$ cat config.mk
export PLATFORM = sky130hd
export DESIGN_NAME = sfeat_ident_regs
export DESIGN_NICKNAME = d
export VERILOG_FILES = /design/src/rtl/sfeat_pkg.sv /design/src/rtl/sfeat_support.sv /design/src/rtl/sfeat_enable_fsm.sv /design/src/rtl/sfeat_cmd_check.sv /design/src/rtl/sfeat_read_mux.sv /design/src/rtl/sfeat_ident_regs.sv
export SDC_FILE = /design/constraint.sdc
export NUM_CORES = 1
export LEC_CHECK = 0
export ABC_AREA = 1
export BUFFER_PORTS_ARGS = -buffer_cell sky130_fd_sc_hd__buf_2
export CORE_MARGIN = 2
export CORE_UTILIZATION = 31
export CTS_CLUSTER_SIZE = 10
export DETAILED_ROUTE_END_ITERATION = 8
export PLACE_DENSITY = 0.85
export SYNTH_ARGS = -nofsm -noshare
export SYNTH_HDL_FRONTEND = slang
export SYNTH_SLANG_ARGS = --single-unit
$ cat constraint.sdc
create_clock -name clk -period 1.1 [get_ports clk]
set_input_delay 0.275 -clock clk [delete_from_list [all_inputs] [get_ports clk]]
set_output_delay 0.275 -clock clk [all_outputs]
set_load 0.005 [all_outputs]
$ cat src/rtl/sfeat_pkg.sv
package sfeat_pkg;
    localparam int WORD_W = 16;

    // word 76 positions
    localparam int B_GEN1  = 1;
    localparam int B_GEN2  = 2;
    localparam int B_NCQ   = 8;
    localparam int B_HIPM  = 9;
    localparam int B_PHYEV = 10;

    // word 78/79 positions
    localparam int F_NZO      = 1;
    localparam int F_AUTOACT  = 2;
    localparam int F_DIPM     = 3;
    localparam int F_INORDER  = 4;
    localparam int F_ASYNC    = 5;
    localparam int F_PRESERVE = 6;

    localparam logic [WORD_W-1:0] CAP_LEGAL =
        (WORD_W'(1) << B_GEN1) | (WORD_W'(1) << B_GEN2) | (WORD_W'(1) << B_NCQ) |
        (WORD_W'(1) << B_HIPM) | (WORD_W'(1) << B_PHYEV);
    localparam logic [WORD_W-1:0] FEAT_LEGAL =
        (WORD_W'(1) << F_NZO) | (WORD_W'(1) << F_AUTOACT) | (WORD_W'(1) << F_DIPM) |
        (WORD_W'(1) << F_INORDER) | (WORD_W'(1) << F_ASYNC) | (WORD_W'(1) << F_PRESERVE);
    localparam logic [WORD_W-1:0] DEP_NZO =
        (WORD_W'(1) << F_NZO) | (WORD_W'(1) << F_INORDER);
    localparam logic [WORD_W-1:0] DEP_NCQ = DEP_NZO | (WORD_W'(1) << F_AUTOACT);
    localparam logic [WORD_W-1:0] PKT_RSVD = DEP_NCQ;
    localparam logic [WORD_W-1:0] DEF_MASK = WORD_W'(1) << F_PRESERVE;

    localparam int STS_ERR  = 0;
    localparam int ERR_ABRT = 2;

    typedef enum logic [1:0] {
        ST_POR     = 2'd0,
        ST_RUN     = 2'd1,
        ST_LINKRST = 2'd2
    } en_state_t;
endpackage

$ cat src/rtl/sfeat_support.sv
module sfeat_support
    import sfeat_pkg::*;
(
    input  logic              pkt_mode,
    input  logic              ovl_ncq,
    input  logic              ovl_nzo,
    input  logic [WORD_W-1:0] cap_mask,
    input  logic [WORD_W-1:0] feat_mask,
    output logic [WORD_W-1:0] cap_word,
    output logic [WORD_W-1:0] sup_word,
    output logic              ncq_ok
);
    always_comb begin
        ncq_ok           = !pkt_mode && ovl_ncq && cap_mask[B_NCQ];
        cap_word         = cap_mask & CAP_LEGAL;
        cap_word[B_NCQ]  = ncq_ok;

        sup_word = feat_mask & FEAT_LEGAL;
        if (pkt_mode) begin
            sup_word = sup_word & ~PKT_RSVD;
        end else begin
            if (!ovl_ncq) sup_word = sup_word & ~DEP_NCQ;
            if (!ovl_nzo) sup_word = sup_word & ~DEP_NZO;
        end
    end
endmodule

$ cat src/rtl/sfeat_enable_fsm.sv
module sfeat_enable_fsm
    import sfeat_pkg::*;
(
    input  logic              clk,
    input  logic              rst_n,
    input  logic              comreset,
    input  logic              ctl_valid,
    input  logic              ctl_set,
    input  logic [2:0]        ctl_sel,
    input  logic [WORD_W-1:0] sup_word,
    output logic [WORD_W-1:0] en_word,
    output en_state_t         state_o
);
    en_state_t         state_q, state_d;
    logic [WORD_W-1:0] en_q, en_d, def_word;
    logic              sel_ok;

    assign def_word = sup_word & DEF_MASK;
    assign en_word  = en_q & sup_word;
    assign sel_ok   = (ctl_sel != 3'd0) && (ctl_sel != 3'd7);
    assign state_o  = state_q;

    // state register
    always_ff @(posedge clk or negedge rst_n) begin
        if (!rst_n) begin
            state_q <= ST_POR;
            en_q    <= '0;
        end else begin
            state_q <= state_d;
            en_q    <= en_d;
        end
    end

    // transitions
    always_comb begin
        state_d = state_q;
        unique case (state_q)
            ST_POR:     state_d = comreset ? ST_LINKRST : ST_RUN;
            ST_RUN:     state_d = comreset ? ST_LINKRST : ST_RUN;
            ST_LINKRST: state_d = comreset ? ST_LINKRST : ST_RUN;
            default:    state_d = ST_POR;
        endcase
    end

    // enable state update
    always_comb begin
        en_d = en_q;
        unique case (state_q)
            ST_POR: en_d = def_word;
            ST_RUN: begin
                if (comreset) begin
                    if (!en_word[F_PRESERVE]) en_d = def_word;
                end else if (ctl_valid && sel_ok) begin
                    en_d[{1'b0, ctl_sel}] = ctl_set;
                end
            end
            ST_LINKRST: en_d = en_q;
            default:    en_d = '0;
        endcase
        en_d = en_d & sup_word;
    end
endmodule

$ cat src/rtl/sfeat_cmd_check.sv
module sfeat_cmd_check
    import sfeat_pkg::*;
#(
    parameter int OFF_W = 32,
    parameter int ST_W  = 8
) (
    input  logic             clk,
    input  logic             rst_n,
    input  logic             cmd_valid,
    input  logic             cmd_queued,
    input  logic             ncq_ok,
    input  logic             nzo_en,
    input  logic [OFF_W-1:0] off_in,
    output logic             abort,
    output logic [ST_W-1:0]  status,
    output logic [ST_W-1:0]  error,
    output logic [OFF_W-1:0] off_out
);
    assign abort   = cmd_valid && cmd_queued && !ncq_ok;
    assign off_out = nzo_en ? off_in : '0;

    always_ff @(posedge clk or negedge rst_n) begin
        if (!rst_n) begin
            status <= '0;
            error  <= '0;
        end else if (cmd_valid) begin
            status <= '0;
            error  <= '0;
            status[STS_ERR] <= abort;
            error[ERR_ABRT] <= abort;
        end
    end
endmodule

$ cat src/rtl/sfeat_read_mux.sv
module sfeat_read_mux
    import sfeat_pkg::*;
#(
    parameter int IDX_W    = 8,
    parameter int BASE_IDX = 76
) (
    input  logic [IDX_W-1:0]  rd_idx,
    input  logic [WORD_W-1:0] cap_word,
    input  logic [WORD_W-1:0] sup_word,
    input  logic [WORD_W-1:0] en_word,
    output logic [WORD_W-1:0] rd_data
);
    localparam logic [IDX_W-1:0] I_CAP = IDX_W'(BASE_IDX);
    localparam logic [IDX_W-1:0] I_SUP = IDX_W'(BASE_IDX + 2);
    localparam logic [IDX_W-1:0] I_EN  = IDX_W'(BASE_IDX + 3);

    always_comb begin
        rd_data = '0;
        if (rd_idx == I_CAP)      rd_data = cap_word;
        else if (rd_idx == I_SUP) rd_data = sup_word;
        else if (rd_idx == I_EN)  rd_data = en_word;
    end
endmodule

$ cat src/rtl/sfeat_ident_regs.sv
module sfeat_ident_regs
    import sfeat_pkg::*;
#(
    parameter int IDX_W    = 8,
    parameter int BASE_IDX = 76,
    parameter int OFF_W    = 32,
    parameter int ST_W     = 8
) (
    input  logic             clk,
    input  logic             rst_n,
    input  logic             pkt_mode,
    input  logic [15:0]      cap_mask,
    input  logic [15:0]      feat_mask,
    input  logic             ovl_ncq,
    input  logic             ovl_nzo,
    input  logic             comreset,
    input  logic             ctl_valid,
    input  logic             ctl_set,
    input  logic [2:0]       ctl_sel,
    input  logic [IDX_W-1:0] rd_idx,
    output logic [15:0]      rd_data,
    input  logic             cmd_valid,
    input  logic             cmd_queued,
    output logic             cmd_abort,
    output logic [ST_W-1:0]  ata_status,
    output logic [ST_W-1:0]  ata_error,
    input  logic [OFF_W-1:0] dma_off_in,
    output logic [OFF_W-1:0] dma_off_out
);
    logic [WORD_W-1:0] cap_word, sup_word, en_word;
    logic              ncq_ok;
    en_state_t         en_state;

    sfeat_support u_support (
        .pkt_mode (pkt_mode),
        .ovl_ncq  (ovl_ncq),
        .ovl_nzo  (ovl_nzo),
        .cap_mask (cap_mask),
        .feat_mask(feat_mask),
        .cap_word (cap_word),
        .sup_word (sup_word),
        .ncq_ok   (ncq_ok)
    );

    sfeat_enable_fsm u_fsm (
        .clk      (clk),
        .rst_n    (rst_n),
        .comreset (comreset),
        .ctl_valid(ctl_valid),
        .ctl_set  (ctl_set),
        .ctl_sel  (ctl_sel),
        .sup_word (sup_word),
        .en_word  (en_word),
        .state_o  (en_state)
    );

    sfeat_cmd_check #(.OFF_W(OFF_W), .ST_W(ST_W)) u_cmd (
        .clk       (clk),
        .rst_n     (rst_n),
        .cmd_valid (cmd_valid),
        .cmd_queued(cmd_queued),
        .ncq_ok    (ncq_ok),
        .nzo_en    (en_word[F_NZO]),
        .off_in    (dma_off_in),
        .abort     (cmd_abort),
        .status    (ata_status),
        .error     (ata_error),
        .off_out   (dma_off_out)
    );

    sfeat_read_mux #(.IDX_W(IDX_W), .BASE_IDX(BASE_IDX)) u_rd (
        .rd_idx  (rd_idx),
        .cap_word(cap_word),
        .sup_word(sup_word),
        .en_word (en_word),
        .rd_data (rd_data)
    );
endmodule

* Yosys cells after proc, flatten, opt, wreduce, memory -nomap -nowiden
Cells that the tools add are included.
** Storage, ports and cells
- Bits in registers :: 19
- Word-level logic and storage cells :: 41
- Output and inout port bits :: 65
** Operators by class
- $lt $le $gt $ge :: 2
- Eq/ne operators :: 6
- Mux-type cells :: 16
- Bitwise gates (word level) :: 2
- Reduce and logical (&&, ||, !) cells :: 12
** Operator list (count)
- $mux W16 :: 6
- $pmux W16 S3 :: 1
- $and A16 B7 Y16 :: 2
- $mux W32 :: 1
- $eq A8 B7 Y1 const B :: 3
- $bwmux W16 :: 1
- $mux W5 :: 3
- $logic_and A1 B1 Y1 :: 7
- $lt A3 B5 Y1 const B :: 1
- $mux W2 :: 2
- $demux W1 S3 :: 1
- $ge A3 B1 Y1 const B :: 1
- $ne A3 B3 Y1 const B :: 1
- $reduce_bool A3 Y1 :: 1
- $reduce_or A3 Y1 :: 1
- $eq A2 B1 Y1 const B :: 1
- $eq A2 B2 Y1 const B :: 1
- $logic_not A1 Y1 :: 2
- $logic_not A2 Y1 :: 1
- $mux W1 :: 1

* Longest topological paths before layout
Gate-level depths: netlist (run 1).
- Depth after elaboration :: 9
- Gate-level depth with buffers :: 7

* By module
From an unflattened synthesis (run 1), not the netlist that was laid out.
** Second synthesis, totals
- Cells, all modules :: 345
- Area, all modules :: 2070.7 µm²
** Modules (own cells, without submodules)
- sfeat_enable_fsm :: sequential area each 450.4 µm², instances 1, cells each 128, area each 907.1 µm²
- sfeat_read_mux :: sequential area each 0.0 µm², instances 1, cells each 87, area each 462.9 µm²
- sfeat_cmd_check :: sequential area each 25.0 µm², instances 1, cells each 90, area each 439.2 µm²
- sfeat_support :: sequential area each 0.0 µm², instances 1, cells each 40, area each 261.5 µm²

* Worst setup path after synthesis (run 1)
Ideal clock, no wire load.
- Path type :: input port to output port
- Start :: input port rd_idx[5]
- End :: output port rd_data[6]
- Stages :: 5
- Path slack :: -0.073 ns
- Arrival :: 0.898 ns
- Path buffers :: 0
- Cell sequence :: nor2_1 nand3_1 inv_1 nand2_2 o22ai_1
** On the way
- Cells in the longest elaborated chain, start to end :: 4
** RTL lines
- start: declaration :: line sfeat_ident_regs.sv:20 : input logic [IDX_W-1:0] rd_idx,
- $eq A8 B7 Y1 :: line sfeat_read_mux.sv:21 : else if (rd_idx == I_EN) rd_data = en_word;
- $mux W16 :: line sfeat_read_mux.sv:21
- $mux W16 :: line sfeat_read_mux.sv:20 : else if (rd_idx == I_SUP) rd_data = sup_word;
- $mux W16 * :: line sfeat_read_mux.sv:19 : if (rd_idx == I_CAP) rd_data = cap_word;
- end: declaration :: line sfeat_ident_regs.sv:21 : output logic [15:0] rd_data,
Mark *: on every way between the ends. The rest lies on a longest branch, timed or not.

* Worst setup path in the final report (run 1)
- Start :: register u_fsm.en_q[1]
- End :: output port dma_off_out[0]
** On the way
- Cells in the longest elaborated chain, start to end :: 2
** RTL lines
- start: declaration :: line sfeat_enable_fsm.sv:15 : logic [WORD_W-1:0] en_q, en_d, def_word;
- start signal: assignment :: line sfeat_enable_fsm.sv:30 : en_q <= en_d;
- $and A16 B7 Y16 :: line sfeat_enable_fsm.sv:19 : assign en_word = en_q & sup_word;
- $mux W32 :: line sfeat_cmd_check.sv:20 : assign off_out = nzo_en ? off_in : '0;
- end: declaration :: line sfeat_ident_regs.sv:28 : output logic [OFF_W-1:0] dma_off_out
No other way between the ends.

==> flow_metrics.tcl, run 1 <==
set metrics [dict create \
    timing.setup.tns_ns -13.43 \
    root_buffer "clkbuf_8" \
    place_congestion 0.805 \
    drv_slew 0 \
    synth.avg_cell_area_um2 5.81 \
    grt_util_all_layers_pct 17.8 \
    final_area_mm2 0.00243 \
    place_area_mm2 0.00207 \
    hp-class "in2reg" \
    finalPower_mw 1.21 \
    synth-seq-area-share_pct 17.4 \
    period_share_pct 133 \
    end_kind "output pin" \
    first_global_vias 1451 \
    crit_fanout 8 \
    power_frac_seq_pct 29.5 \
    power.switching_mw 0.403 \
    io_pins 150 \
    clk_pin_slew_ns 0.05 \
    antenna_found_initial 0 \
    cts_buffers 3 \
    port_buffers 107 \
    synth.area.top_cells "dfrtp_1, inv_1, buf_4" \
    finalWorstPathRequiredPeriod_ns 1.46 \
    start_util_pct 32.4 \
    vdd_drop_max_uv 497 \
    fin_skew_ns 0.00771 \
    multi_input_area_mm2 0.00102 \
    yosys_warnings 0 \
    drt_pass1_iterations 4 \
    combPwrFrac_pct 37.6 \
    path_class "reg2out" \
    routed_wl_um 4590 \
    drt_iter0_drc 55 \
    internal_power_mw 0.809 \
    synth_edf_count 0 \
    fillCellCount 342 \
    rsz0062_at_grt "true" \
    ant_nets 0 \
    worst_slack_ns -0.358 \
    clock_latency_ns 0.24 \
    synth_cells 223 \
    cp.required_ns 0.82 \
    synth_seq_cells 9 \
    grt_pass1_wl_um 6400 \
    seq_area_um2 225 \
    synth.cell_area_mm2 0.00130 \
    dieArea_mm2 0.00471 \
    wire_per_inst_um 11.4 \
    n_antenna_cell 0 \
    vias 1798 \
    fmax_mhz 686 \
    yosysTopAreaCell "dfrtp_1" \
    fp.dieW_um 68.7 \
    h-tree-depth 1 \
    area_growth_pct 87.7 \
    route.detailed.drc 0 \
    core_mm2 0.00400 \
    leakagePower_nw 1.39 \
    tritoncts "done" \
    netlist.area_leader.share_pct 17.4 \
    cts_num_sinks 9 \
    async_reset_ff_share_pct 100 \
    grt-ovfl-total 0 \
    num_rows 23 \
    dpl.cell_count 388 \
    die_h_um 68.7 \
    drive_gt1_share_pct 57.4 \
    layoutNonFillerInstCount 402 \
    synthFlopType "dfrtp_1" \
    synthDistinctLibCells 21 \
    cp_data_arrival_time_ns 1.18 \
    violations "setup timing" \
    clk_path_buf_depth 2 \
    viasPerCell 4.47 \
    grt_max_degree 17 \
    outcome "finished with violations" \
    layout.nets 438 \
    worst_setup_path_start_kind "flip-flop" \
    place_hpwl_um 3420 \
    rrSetupSlack_ns 0.09 \
    power_density_mw_per_mm2 498 \
    whs_ns 0.262 \
    setup_violations 42 \
    maxCapViolations 0 \
    p_sw_share_pct 33.2 \
    final-hold-violation-count 0 \
    clockPowerShare_pct 32.9 \
]
-- cell families after synthesis --
kind of cell / synth area share [%]
other: 0.289
buffers and inverters: 31.3
AOI/OAI and AO/OA: 7.34
DFF: 17.4
and+or+nand+nor: 43.7
-- stage by stage --
| stage | setup WS [ns] | utilization (%) |
|---|---|---|
| after floorplan | -0.0303 | - |
| after global placement | -0.491 | 51.8 |
| after detailed placement | -0.537 | 51.8 |
| after CTS | -0.374 | 59.6 |
| after global routing | -0.444 | 60.8 |
| final | -0.358 | 60.8 |
-- final cells by class --
type	count	share of cell area (%)
clock buffer	4	1.85
timing repair inverter	2	1.03
inverter	55	10.5
tap	50	2.57
timing repair buffer	128	32.9
multi-input combinational	154	41.9
sequential	9	9.25
-- state kept, by name, indices dropped and copies added (netlist names) --
register       cells
u_fsm.state_o      2
u_cmd.error        1
u_fsm.en_q         6
-- power groups by stage --
stage	combinational, mW	clock [mW]	sequential, mW
after floorplan	0.232	0	0.364
after global placement	0.369	0	0.360
after detailed placement	0.379	0	0.361
after CTS	0.441	0.401	0.356
after global routing	0.507	0.418	0.359
final	0.456	0.399	0.357
-- synthesized netlist by cell type (2+ instances only) --
master   instances
buf_4           22
nor2_1          33
inv_2            4
a21oi_1          6
nand3_1         24
a21oi_2          5
dfrtp_1          9
nor2_4           3
o21ai_0          3
nand2_1         35
nor2_2          12
nand4_1          5
inv_1           51
buf_6            3
nor3_1           2
-- timing repair --
item | in CTS | in global routing
setup buffers | 7 | 1
pin swaps | 13 | 8
hold endpoints to repair | 9 | 0
resized for setup | 42 | 11
cloned | 2 | 0
endpoints found under the setup margin | 42 | 42
hold buffers | 1 | 0
-- critical path: stages (launching register included) --
cell,delay [ns]
dfrtp_1,0.35
inv_2,0.06
nor2_4,0.09
buf_12,0.17
inv_16,0.06
nor2_4,0.09
buf_2,0.11
-- layout by cell type (no fill, tap or decap), drive strengths merged --
| master | netlist | routed |
|---|---|---|
| conb | 1 | 21 |
| dfrtp | 9 | 9 |
| nand4 | 6 | 6 |
| or2 | 1 | 1 |
| nor3 | 3 | 3 |
| o22ai | 1 | 1 |
| dlygate4sd3 | 0 | 1 |
| buf | 25 | 127 |
| nand2 | 36 | 36 |
| inv | 55 | 57 |
| clkbuf | 0 | 4 |
| o21ai | 3 | 3 |
| nor2 | 48 | 48 |
| a21oi | 11 | 11 |
| nand3 | 24 | 24 |
-- worst paths after layout --
| path | cells past startpoint | end | startpoint |
|---|---|---|---|
| max | 6 | dma_off_out[0] | u_fsm.en_q[1] |
| min | 2 | u_cmd.error[2] | cmd_valid |
| max reg2reg | 5 | u_fsm.en_q[3] | u_fsm.state_o[1] |
| min reg2reg | 3 | u_fsm.state_o[0] | u_fsm.state_o[1] |
| max in group asynchronous | 2 | u_fsm.state_o[1] | rst_n |
| min in group asynchronous | 2 | u_fsm.en_q[3] | rst_n |
-- metal layers --
| metal | vias to the layer above | routed length [µm] | share of wire [%] | GRT usage, % |
|---|---|---|---|---|
| li1 | 888 | - | - | - |
| met1 | 811 | 1570 | 34 | 20.6 |
| met2 | 89 | 2470 | 54 | 34.0 |
| met3 | 10 | 461 | 10 | 3.57 |
| met4 | 0 | 81 | 1.8 | 2.75 |
| met5 | - | 0 | 0 | 0 |
Note: power is estimated with default switching activity, not from simulation.
==> run 2: changes to the inputs <==
- PLACE_DENSITY: 0.85 -> 0.78
- RECOVER_POWER: default -> 50
==> run 2 against run 1 <==
The flow still finishes with violations (setup timing). Die area unchanged. Sequential cell count unchanged. Core utilization down 1.9 points. Worst setup slack lost 0.014 ns. Wire length decreased by 5.1%. Global-route usage decreased by 1.3 points. Largest cell class unchanged. Largest power group unchanged.
==> flow_metrics.tcl, run 2 (synthesis gave the netlist of run 1 again) <==
set metrics [dict create \
    die_h_um 68.7 \
    rrSetupSlack_ns 0.04 \
    clock_latency_ns 0.24 \
    cp_data_arrival_time_ns 1.20 \
    route.detailed.drc 0 \
    start_util_pct 32.4 \
    top_layer "met4" \
    fin_skew_ns 0.00222 \
    antenna_found_initial 0 \
    seq_area_um2 225 \
    r2r-start "u_fsm.state_o[1]" \
    n_antenna_cell 0 \
    mostFrequentLayoutCells "buf_2, inv_1, nand2_1" \
    cts_buffers 3 \
    cts_num_sinks 9 \
    fillCellCount 347 \
    crit_path_start "u_fsm.en_q[1]" \
    layout.nets 436 \
    leakagePower_nw 1.36 \
    core_mm2 0.00400 \
    grt-ovfl-total 0 \
    num_rows 23 \
    ant_nets 0 \
    hp-class "in2reg" \
    worst_setup_path_start_kind "flip-flop" \
    power_density_mw_per_mm2 497 \
    grt_pass1_wl_um 6000 \
    root_buffer "clkbuf_8" \
    top_register "u_fsm.en_q" \
    place_congestion 0.885 \
    grt_util_all_layers_pct 16.6 \
    tightest_slew_ns 0.534 \
    h-tree-depth 1 \
    end_kind "output pin" \
    crit_fanout 10 \
    multi_input_area_um2 991 \
    clk_pin_slew_ns 0.04 \
    rsz0062_at_grt "true" \
    place_hpwl_um 3360 \
    path_class "reg2out" \
    outcome "finished with violations" \
    r2r-end "u_fsm.en_q[4]" \
    maxSlewHeadroom_pct 64.4 \
    area_growth_pct 81.9 \
    viasPerCell 4.30 \
    drt_pass1_iterations 4 \
    wire_per_inst_um 10.9 \
    crit_path_end "dma_off_out[0]" \
    finalWorstPathRequiredPeriod_ns 1.47 \
    worst_slack_ns -0.372 \
    io_pins 150 \
    wl_met3_um 447 \
    drive_gt1_share_pct 57.4 \
    violations "setup timing" \
    final-hold-violation-count 0 \
    final_common_cell "buf_2" \
    clk_path_buf_depth 2 \
    routed_wl_um 4360 \
    wl_met2_um 2420 \
    finalPower_mw 1.17 \
    drv_slew 0 \
    fmax_mhz 679 \
    fp.dieW_um 68.7 \
    largest_reg_flops 6 \
    maxCapViolations 0 \
    period_share_pct 134 \
    grt_max_degree 11 \
    tritoncts "done" \
    setup_violations 41 \
    drt_iter0_drc 37 \
    vdd_drop_max_uv 632 \
    first_global_vias 1493 \
    vias 1721 \
    cp.required_ns 0.82 \
    r2r.worst_path.cells 5 \
    dpl_worst_slack_ns -0.385 \
    port_buffers 107 \
    wl_met1_um 1440 \
    dieArea_mm2 0.00471 \
]
-- run 2: how the worst min path moves through the flow --
stage / cells after the start / end / startpoint / slack (ns)
after floorplan: 0 / u_cmd.error[2] / rst_n / -0.02
after detailed placement: 1 / u_fsm.state_o[1] / rst_n / 0.15
after CTS: 2 / u_cmd.error[2] / cmd_valid / 0.25
after global placement: 1 / u_fsm.state_o[0] / rst_n / 0.14
after global routing: 2 / u_cmd.error[2] / cmd_valid / 0.27
final: 2 / u_cmd.error[2] / cmd_valid / 0.25
-- run 2: stage by stage --
step	cell area, µm²	util [%]	setup TNS [ns]	hold WS [ns]	std cells
after floorplan	1590	-	-0.682	-0.0206	243
after global placement	2090	52.3	-12.93	0.141	389
after detailed placement	2090	52.3	-13.84	0.148	389
after CTS	2280	57.1	-14.26	0.251	398
after global routing	2360	59.0	-16.49	0.272	400
final	2360	59.0	-13.51	0.249	400
-- run 2: layout make-up --
| cell class | count | area share [%] |
|---|---|---|
| multi-input cells | 154 | 42.0 |
| inverters | 55 | 10.3 |
| flip-flops and latches | 9 | 9.55 |
| clock buffers | 3 | 1.75 |
| clock inverters | 1 | 0.212 |
| repair buffers | 128 | 33.5 |
| well taps | 50 | 2.65 |
-- run 2: layer usage --
layer / global-route usage, % / vias to the layer above
li1: - / 877
met4: 5.25 / 0
met3: 4.22 / 6
met1: 16.6 / 762
met2: 32.7 / 76
met5: 0 / -
-- run 2: timing repair --
item | in CTS | in global routing
setup endpoints to repair | 42 | 44
gates cloned | 1 | 0
gates resized for setup | 24 | 17
hold buffers | 1 | 0
buffers inserted | 4 | 2
endpoints found under the hold margin | 9 | 0
pin swaps | 17 | 12
-- run 2: critical path, cell delays in order, from the launching register on --
cell	delay [ns]
dfrtp_1	0.36
inv_2	0.06
nor2_4	0.11
inv_4	0.08
buf_12	0.15
nor2_4	0.09
buf_2	0.11
-- run 2: report_power, final --
part / switching [mW] / internal, mW / leakage (nW)
combinational: 0.237 / 0.189 / 1.22
clock: 0.141 / 0.248 / 0.0255
sequential: 0.0110 / 0.347 / 0.119
total: 0.389 / 0.784 / 1.36
